--- config.mk ---
export PLATFORM = sky130hd
export DESIGN_NAME = bp_hist_predictor
export DESIGN_NICKNAME = d
export VERILOG_FILES = /design/src/rtl/bp_pkg.sv /design/src/rtl/bp_hist_reg.sv /design/src/rtl/bp_index.sv /design/src/rtl/bp_ctr_cell.sv /design/src/rtl/bp_hist_predictor.sv
export SDC_FILE = /design/constraint.sdc
export NUM_CORES = 1
export LEC_CHECK = 0
export BUFFER_PORTS_ARGS = -buffer_cell sky130_fd_sc_hd__buf_2
export CORE_UTILIZATION = 56
export CTS_CLUSTER_DIAMETER = 80
export DETAILED_ROUTE_END_ITERATION = 8
export PLACE_DENSITY = 0.91
export SYNTH_ARGS = -nofsm -noshare
export SYNTH_HDL_FRONTEND = slang
export SYNTH_SLANG_ARGS = --single-unit
--- constraint.sdc ---
create_clock -name clk -period 2.6 [get_ports clk]
set_input_delay 0.52 -clock clk [delete_from_list [all_inputs] [get_ports clk]]
set_output_delay 0.52 -clock clk [all_outputs]
set_load 0.01 [all_outputs]
--- src/rtl/bp_pkg.sv ---
`timescale 1ns/1ps
// Package: shared counter encoding and step functions for the branch predictor.
// Assumes a two-bit counter where bit 1 carries the predicted direction.
package bp_pkg;

    typedef enum logic [1:0] {
        CTR_STRONG_NT = 2'b00,
        CTR_WEAK_NT   = 2'b01,
        CTR_WEAK_T    = 2'b10,
        CTR_STRONG_T  = 2'b11
    } ctr_t;

    localparam ctr_t CTR_RESET = CTR_WEAK_NT;

    // Move a counter one step toward the observed outcome, saturating at both ends.
    function automatic ctr_t ctr_step(input ctr_t cur, input logic taken);
        ctr_t nxt;
        if (taken) begin
            nxt = (cur == CTR_STRONG_T) ? CTR_STRONG_T : ctr_t'(cur + 2'd1);
        end else begin
            nxt = (cur == CTR_STRONG_NT) ? CTR_STRONG_NT : ctr_t'(cur - 2'd1);
        end
        return nxt;
    endfunction

    // Direction implied by a counter state.
    function automatic logic ctr_dir(input ctr_t cur);
        return cur[1];
    endfunction

endpackage

--- src/rtl/bp_hist_reg.sv ---
`timescale 1ns/1ps
// Module: global outcome history shift register.
// Shifts left on each enable, newest outcome entering bit 0.
// Assumes shift_en is only asserted for resolved branches.
module bp_hist_reg #(
    parameter int HIST_W = 2
) (
    input  logic              clk,
    input  logic              rst_n,
    input  logic              shift_en,
    input  logic              bit_in,
    output logic [HIST_W-1:0] hist_o
);

    logic [HIST_W-1:0] hist_q;
    logic [HIST_W:0]   widened;

    // Append the new outcome below the existing history.
    always_comb begin
        widened = {hist_q, bit_in};
    end

    // Hold or shift the history; cleared by reset.
    always_ff @(posedge clk) begin
        if (!rst_n) begin
            hist_q <= '0;
        end else if (shift_en) begin
            hist_q <= widened[HIST_W-1:0];
        end
    end

    assign hist_o = hist_q;

endmodule

--- src/rtl/bp_index.sv ---
`timescale 1ns/1ps
// Module: forms a table entry number from an address and a history value.
// Entry = row * 2^HIST_W + history; the row is the low ROW_W address bits.
module bp_index #(
    parameter int PC_W   = 32,
    parameter int ROW_W  = 3,
    parameter int HIST_W = 2,
    localparam int IDX_W = ROW_W + HIST_W
) (
    input  logic [PC_W-1:0]   pc,
    input  logic [HIST_W-1:0] hist,
    output logic [IDX_W-1:0]  idx
);

    logic [ROW_W-1:0] row;

    // Take only the row bits; higher address bits are discarded.
    always_comb begin
        row = pc[ROW_W-1:0];
        idx = {row, hist};
    end

endmodule

--- src/rtl/bp_ctr_cell.sv ---
`timescale 1ns/1ps
// Module: one two-bit saturating direction counter.
// Steps toward the outcome when written; resets to weakly not taken.
module bp_ctr_cell
    import bp_pkg::*;
(
    input  logic       clk,
    input  logic       rst_n,
    input  logic       wr_en,
    input  logic       taken,
    output logic [1:0] state_o
);

    ctr_t state_q;

    // Update the counter on a write; otherwise hold.
    always_ff @(posedge clk) begin
        if (!rst_n) begin
            state_q <= CTR_RESET;
        end else if (wr_en) begin
            state_q <= ctr_step(state_q, taken);
        end
    end

    assign state_o = state_q;

endmodule

--- src/rtl/bp_hist_predictor.sv ---
`timescale 1ns/1ps
// Module: history-indexed two-bit branch direction predictor (top).
// Lookup is combinational from the counter table; update writes one counter
// at the entry chosen by the update address and the pre-shift history, and
// shifts the outcome into the history. Assumes ROW_W >= 1 and HIST_W >= 1.
module bp_hist_predictor #(
    parameter int PC_W   = 32,
    parameter int ROW_W  = 3,
    parameter int HIST_W = 2
) (
    input  logic            clk,
    input  logic            rst_n,
    input  logic [PC_W-1:0] lk_pc,
    output logic            lk_taken,
    input  logic            upd_valid,
    input  logic [PC_W-1:0] upd_pc,
    input  logic            upd_taken
);

    localparam int IDX_W   = ROW_W + HIST_W;
    localparam int ENTRIES = 1 << IDX_W;

    logic [HIST_W-1:0]      hist;
    logic [IDX_W-1:0]       lk_idx;
    logic [IDX_W-1:0]       upd_idx;
    logic [ENTRIES-1:0][1:0] cnt_q;
    logic [ENTRIES-1:0]     wr_sel;

    bp_hist_reg #(.HIST_W(HIST_W)) u_hist (
        .clk      (clk),
        .rst_n    (rst_n),
        .shift_en (upd_valid),
        .bit_in   (upd_taken),
        .hist_o   (hist)
    );

    bp_index #(.PC_W(PC_W), .ROW_W(ROW_W), .HIST_W(HIST_W)) u_lk_index (
        .pc   (lk_pc),
        .hist (hist),
        .idx  (lk_idx)
    );

    bp_index #(.PC_W(PC_W), .ROW_W(ROW_W), .HIST_W(HIST_W)) u_upd_index (
        .pc   (upd_pc),
        .hist (hist),
        .idx  (upd_idx)
    );

    // Decode the update entry into one write strobe per counter.
    always_comb begin
        wr_sel = '0;
        if (upd_valid) begin
            wr_sel[upd_idx] = 1'b1;
        end
    end

    for (genvar e = 0; e < ENTRIES; e++) begin : g_cell
        bp_ctr_cell u_cell (
            .clk     (clk),
            .rst_n   (rst_n),
            .wr_en   (wr_sel[e]),
            .taken   (upd_taken),
            .state_o (cnt_q[e])
        );
    end

    // Read the direction bit of the selected counter.
    always_comb begin
        lk_taken = bp_pkg::ctr_dir(bp_pkg::ctr_t'(cnt_q[lk_idx]));
    end

endmodule

==> impl_metrics.env <==
export IMPL_status="completed"
export IMPL_antenna_found_initial=0
export IMPL_gr_usage_met1=0.339
export IMPL_drt_total_wl_um=9630
export IMPL_path_delay_family="multiplexers"
export IMPL_cp_slowest_cell="mux4_2"
export IMPL_fp_dieW_um=85.4
export IMPL_cts_made_buffers=9
export IMPL_drc=0
export IMPL_grt_overflow=0
export IMPL_grt_max_degree=93
export IMPL_max_cap_violations=0
export IMPL_finalSetupTns_ns=0
export IMPL_gp_congestion=0.811
export IMPL_synth_edff_count=0
export IMPL_ys_flop_type="dfxtp_1"
export IMPL_critPathArrivalTime_ns=1.99
export IMPL_p_sw_frac=0.261
export IMPL_initial_core_util=0.577
export IMPL_yosys_top_cells_area="dfxtp_1 34%, o21ai_0 7.1%, a21boi_0 6.2%, and3_1 5.5%, nor2_1 4.9%"
export IMPL_combPwrFrac=0.115
export IMPL_stdcell_count=577
export IMPL_dieArea_mm2=0.00729
export IMPL_cp_endpoint="lk_taken"
export IMPL_worstPathRequired_ns=2.08
export IMPL_cts_root_buffer="clkbuf_8"
export IMPL_hold_viol_final=0
export IMPL_drtIter0Drc=342
export IMPL_top_usage_layer="met2"
export IMPL_fin_ws_ns=0.0889
export IMPL_cpPeakStageDelay_ns=0.53
export IMPL_p_leak_nw=1.60
export IMPL_rsz0062_at_grt="false"
export IMPL_reg2reg_depth=5
export IMPL_yosysUniqueCellTypes=42
export IMPL_grt_pass1_wl_um=16000
export IMPL_fmax_mhz=398
export IMPL_power_frac_seq=0.477
export IMPL_path_max_fanout=8
export IMPL_power_density_mw_per_mm2=551
export IMPL_first_pass_iters=5
export IMPL_final_util=0.624
export IMPL_synth_top_area_frac=0.339
export IMPL_fillers=544
export IMPL_syn2layout_area_growth_pct=8.25
export IMPL_synth_warnings=0
export IMPL_hp_class="register to register"
export IMPL_maxSlewHeadroom=0.475
export IMPL_final_layout_size_suffix_gt1_frac=0.125
export IMPL_final_setup_viol_count=0
export IMPL_clock_skew_ns=0.00742
export IMPL_synthesis_area_mm2=0.00390
export IMPL_grt_pass1_vias=3593
export IMPL_cp_depth=6
export IMPL_end_kind="output pin"
export IMPL_clock_latency_ns=0.35
export IMPL_path_cells="buf_4, mux4_2, nor3_2, nor4_1, o311a_1, buf_2"
export IMPL_syn_nets=568
export IMPL_port_buffers=10
export IMPL_synth_area_leader_cell="dfxtp_1"
export IMPL_clkTransAtPathRegs_ns=0.07
export IMPL_maxSlewViolCount=0
export IMPL_post_place_ws_ns=0.0909
export IMPL_cts_sinks=66
export IMPL_clk_path_buf_depth=2
export IMPL_placed_cells=560
export IMPL_syn_mean_instance_area_um2=7.79
export IMPL_ff2ff_setup_slack_ns=0.56
export IMPL_clkPwrFrac=0.408
export IMPL_via_per_inst=6.61
export IMPL_async_flop_share=0
export IMPL_ios=69
export IMPL_cts_max_level=3
export IMPL_worstMarginPinSlew_ns=0.781
export IMPL_reg2reg_to="g_cell[1].u_cell.state_o[0]"
export IMPL_ys_seq_elements=66
export IMPL_use_met2=0.449
export IMPL_syn_inst=500
export IMPL_gr_usage_met3=0.0798
export IMPL_period_minus_slack_ns=2.51
export IMPL_num_vias=3815
export IMPL_r2r_start="u_hist.hist_o[1]"
export IMPL_crit_start="u_hist.hist_o[0]"
export IMPL_vdd_ir_drop_worst_uv=366
export IMPL_dpl_hpwl_um=6220
export IMPL_cp_buffers_inverters=2
export IMPL_ys_seq_area_frac=0.339
export IMPL_cp_start_kind="register"
export IMPL_antenna_cells=0
export IMPL_power_switching_mw=0.605
export IMPL_avgRoutedWirePerCell_um=16.7
export IMPL_crit_type="register to output pin"
export IMPL_cellInternalPower_mw=1.72
export IMPL_antenna_left=0
export IMPL_core_area_mm2=0.00676
export IMPL_fin_crit_sh=0.966
export IMPL_grt_util_all_layers=0.277
export IMPL_rows=30
export IMPL_cts_tree="done"
export IMPL_die_h_um=85.4
export IMPL_nets=560
export IMPL_postCtsHoldBufs=0
[cell usage in the layout, fill, tap and decap left out, types with 14 or more instances in the layout]
cell type / instances
a21oi_1: 30
dfxtp_1: 65
a31oi_1: 21
o21ai_0: 55
o31ai_1: 21
buf_4: 15
nor3_1: 14
and3_1: 34
nor2_1: 51
a21boi_0: 32
nand2_1: 33
[cell type report]
cell class	instances	area, um2	area share
Clock buffer	15	186	0.0442
Inverter	1	3.75	0.000890
Timing Repair Buffer	27	203	0.0481
Clock inverter	1	30.0	0.00712
Sequential cell	66	1330	0.314
Multi-Input combinational cell	387	2370	0.562
Tap cell	80	100	0.0237
[sequential cells by signal (all words and copies together), names as in the netlist]
signal,cells
u_hist.hist_o,2
g_cell.u_cell.state_o,64
[layer usage]
layer | part of all wire | wire length (um) | vias up
li1 | - | - | 1840
met1 | 0.43 | 4130 | 1817
met2 | 0.48 | 4610 | 139
met3 | 0.076 | 734 | 19
met4 | 0.016 | 154 | 0
met5 | 0 | 0 | -
[worst reg2reg max path: cells and delay by family, from the launching register on]
kind | cells | cell delay [ns]
flip-flops | 1 | 0.44
AO/OA/AOI/OAI | 2 | 0.23
buffers and inverters | 1 | 0.24
AND/OR/NAND/NOR | 2 | 1.00
[cell families after synthesis]
logic type	after synthesis	synth area share
AND/OR/NAND/NOR	197	0.270
AO/OA/AOI/OAI	178	0.284
flip-flops	66	0.339
buffers and inverters	47	0.0568
multiplexers	12	0.0507
[synthesized netlist by cell type (all sizes together), types with 12 or more instances]
library cell   n
nand3         12
nand2         33
nor2          51
o31ai         21
or3           12
a21oi         30
and3          34
clkbuf        27
dfxtp         66
o21ai         58
a31oi         21
a21boi        32
buf           19
nor3          15
[worst min-delay path by stage]
stage	cells after the start	start	slack (ns)	end
final	1	g_cell[13].u_cell.state_o[0]	0.50	g_cell[13].u_cell.state_o[0]
after global routing	2	g_cell[6].u_cell.state_o[1]	0.53	g_cell[6].u_cell.state_o[1]
after CTS	1	g_cell[13].u_cell.state_o[0]	0.50	g_cell[13].u_cell.state_o[0]
after detailed placement	1	g_cell[13].u_cell.state_o[0]	0.48	g_cell[13].u_cell.state_o[0]
after global placement	2	g_cell[14].u_cell.state_o[0]	0.47	g_cell[14].u_cell.state_o[0]
after floorplan	2	g_cell[14].u_cell.state_o[0]	0.45	g_cell[14].u_cell.state_o[0]
[power groups by stage]
stage | registers, mW | logic (mW) | clock network, mW
after floorplan | 1.11 | 0.202 | 0
after global placement | 1.12 | 0.243 | 0
after detailed placement | 1.13 | 0.258 | 0
after CTS | 1.11 | 0.259 | 0.953
after global routing | 1.12 | 0.295 | 1.00
final | 1.11 | 0.268 | 0.947
[per-stage QoR]
stage	power, mW	hold WS [ns]	cell area, um2
after floorplan	1.31	0.453	3900
after global placement	1.37	0.473	3970
after detailed placement	1.39	0.484	3970
after CTS	2.32	0.495	4190
after global routing	2.41	0.529	4220
final	2.32	0.500	4220
[repair_timing]
item                       in CTS  in global routing
setup endpoints to repair       1                  1
gates resized for setup         3                  4
buffers inserted                0                  1
(Power assumes the default switching activity.)
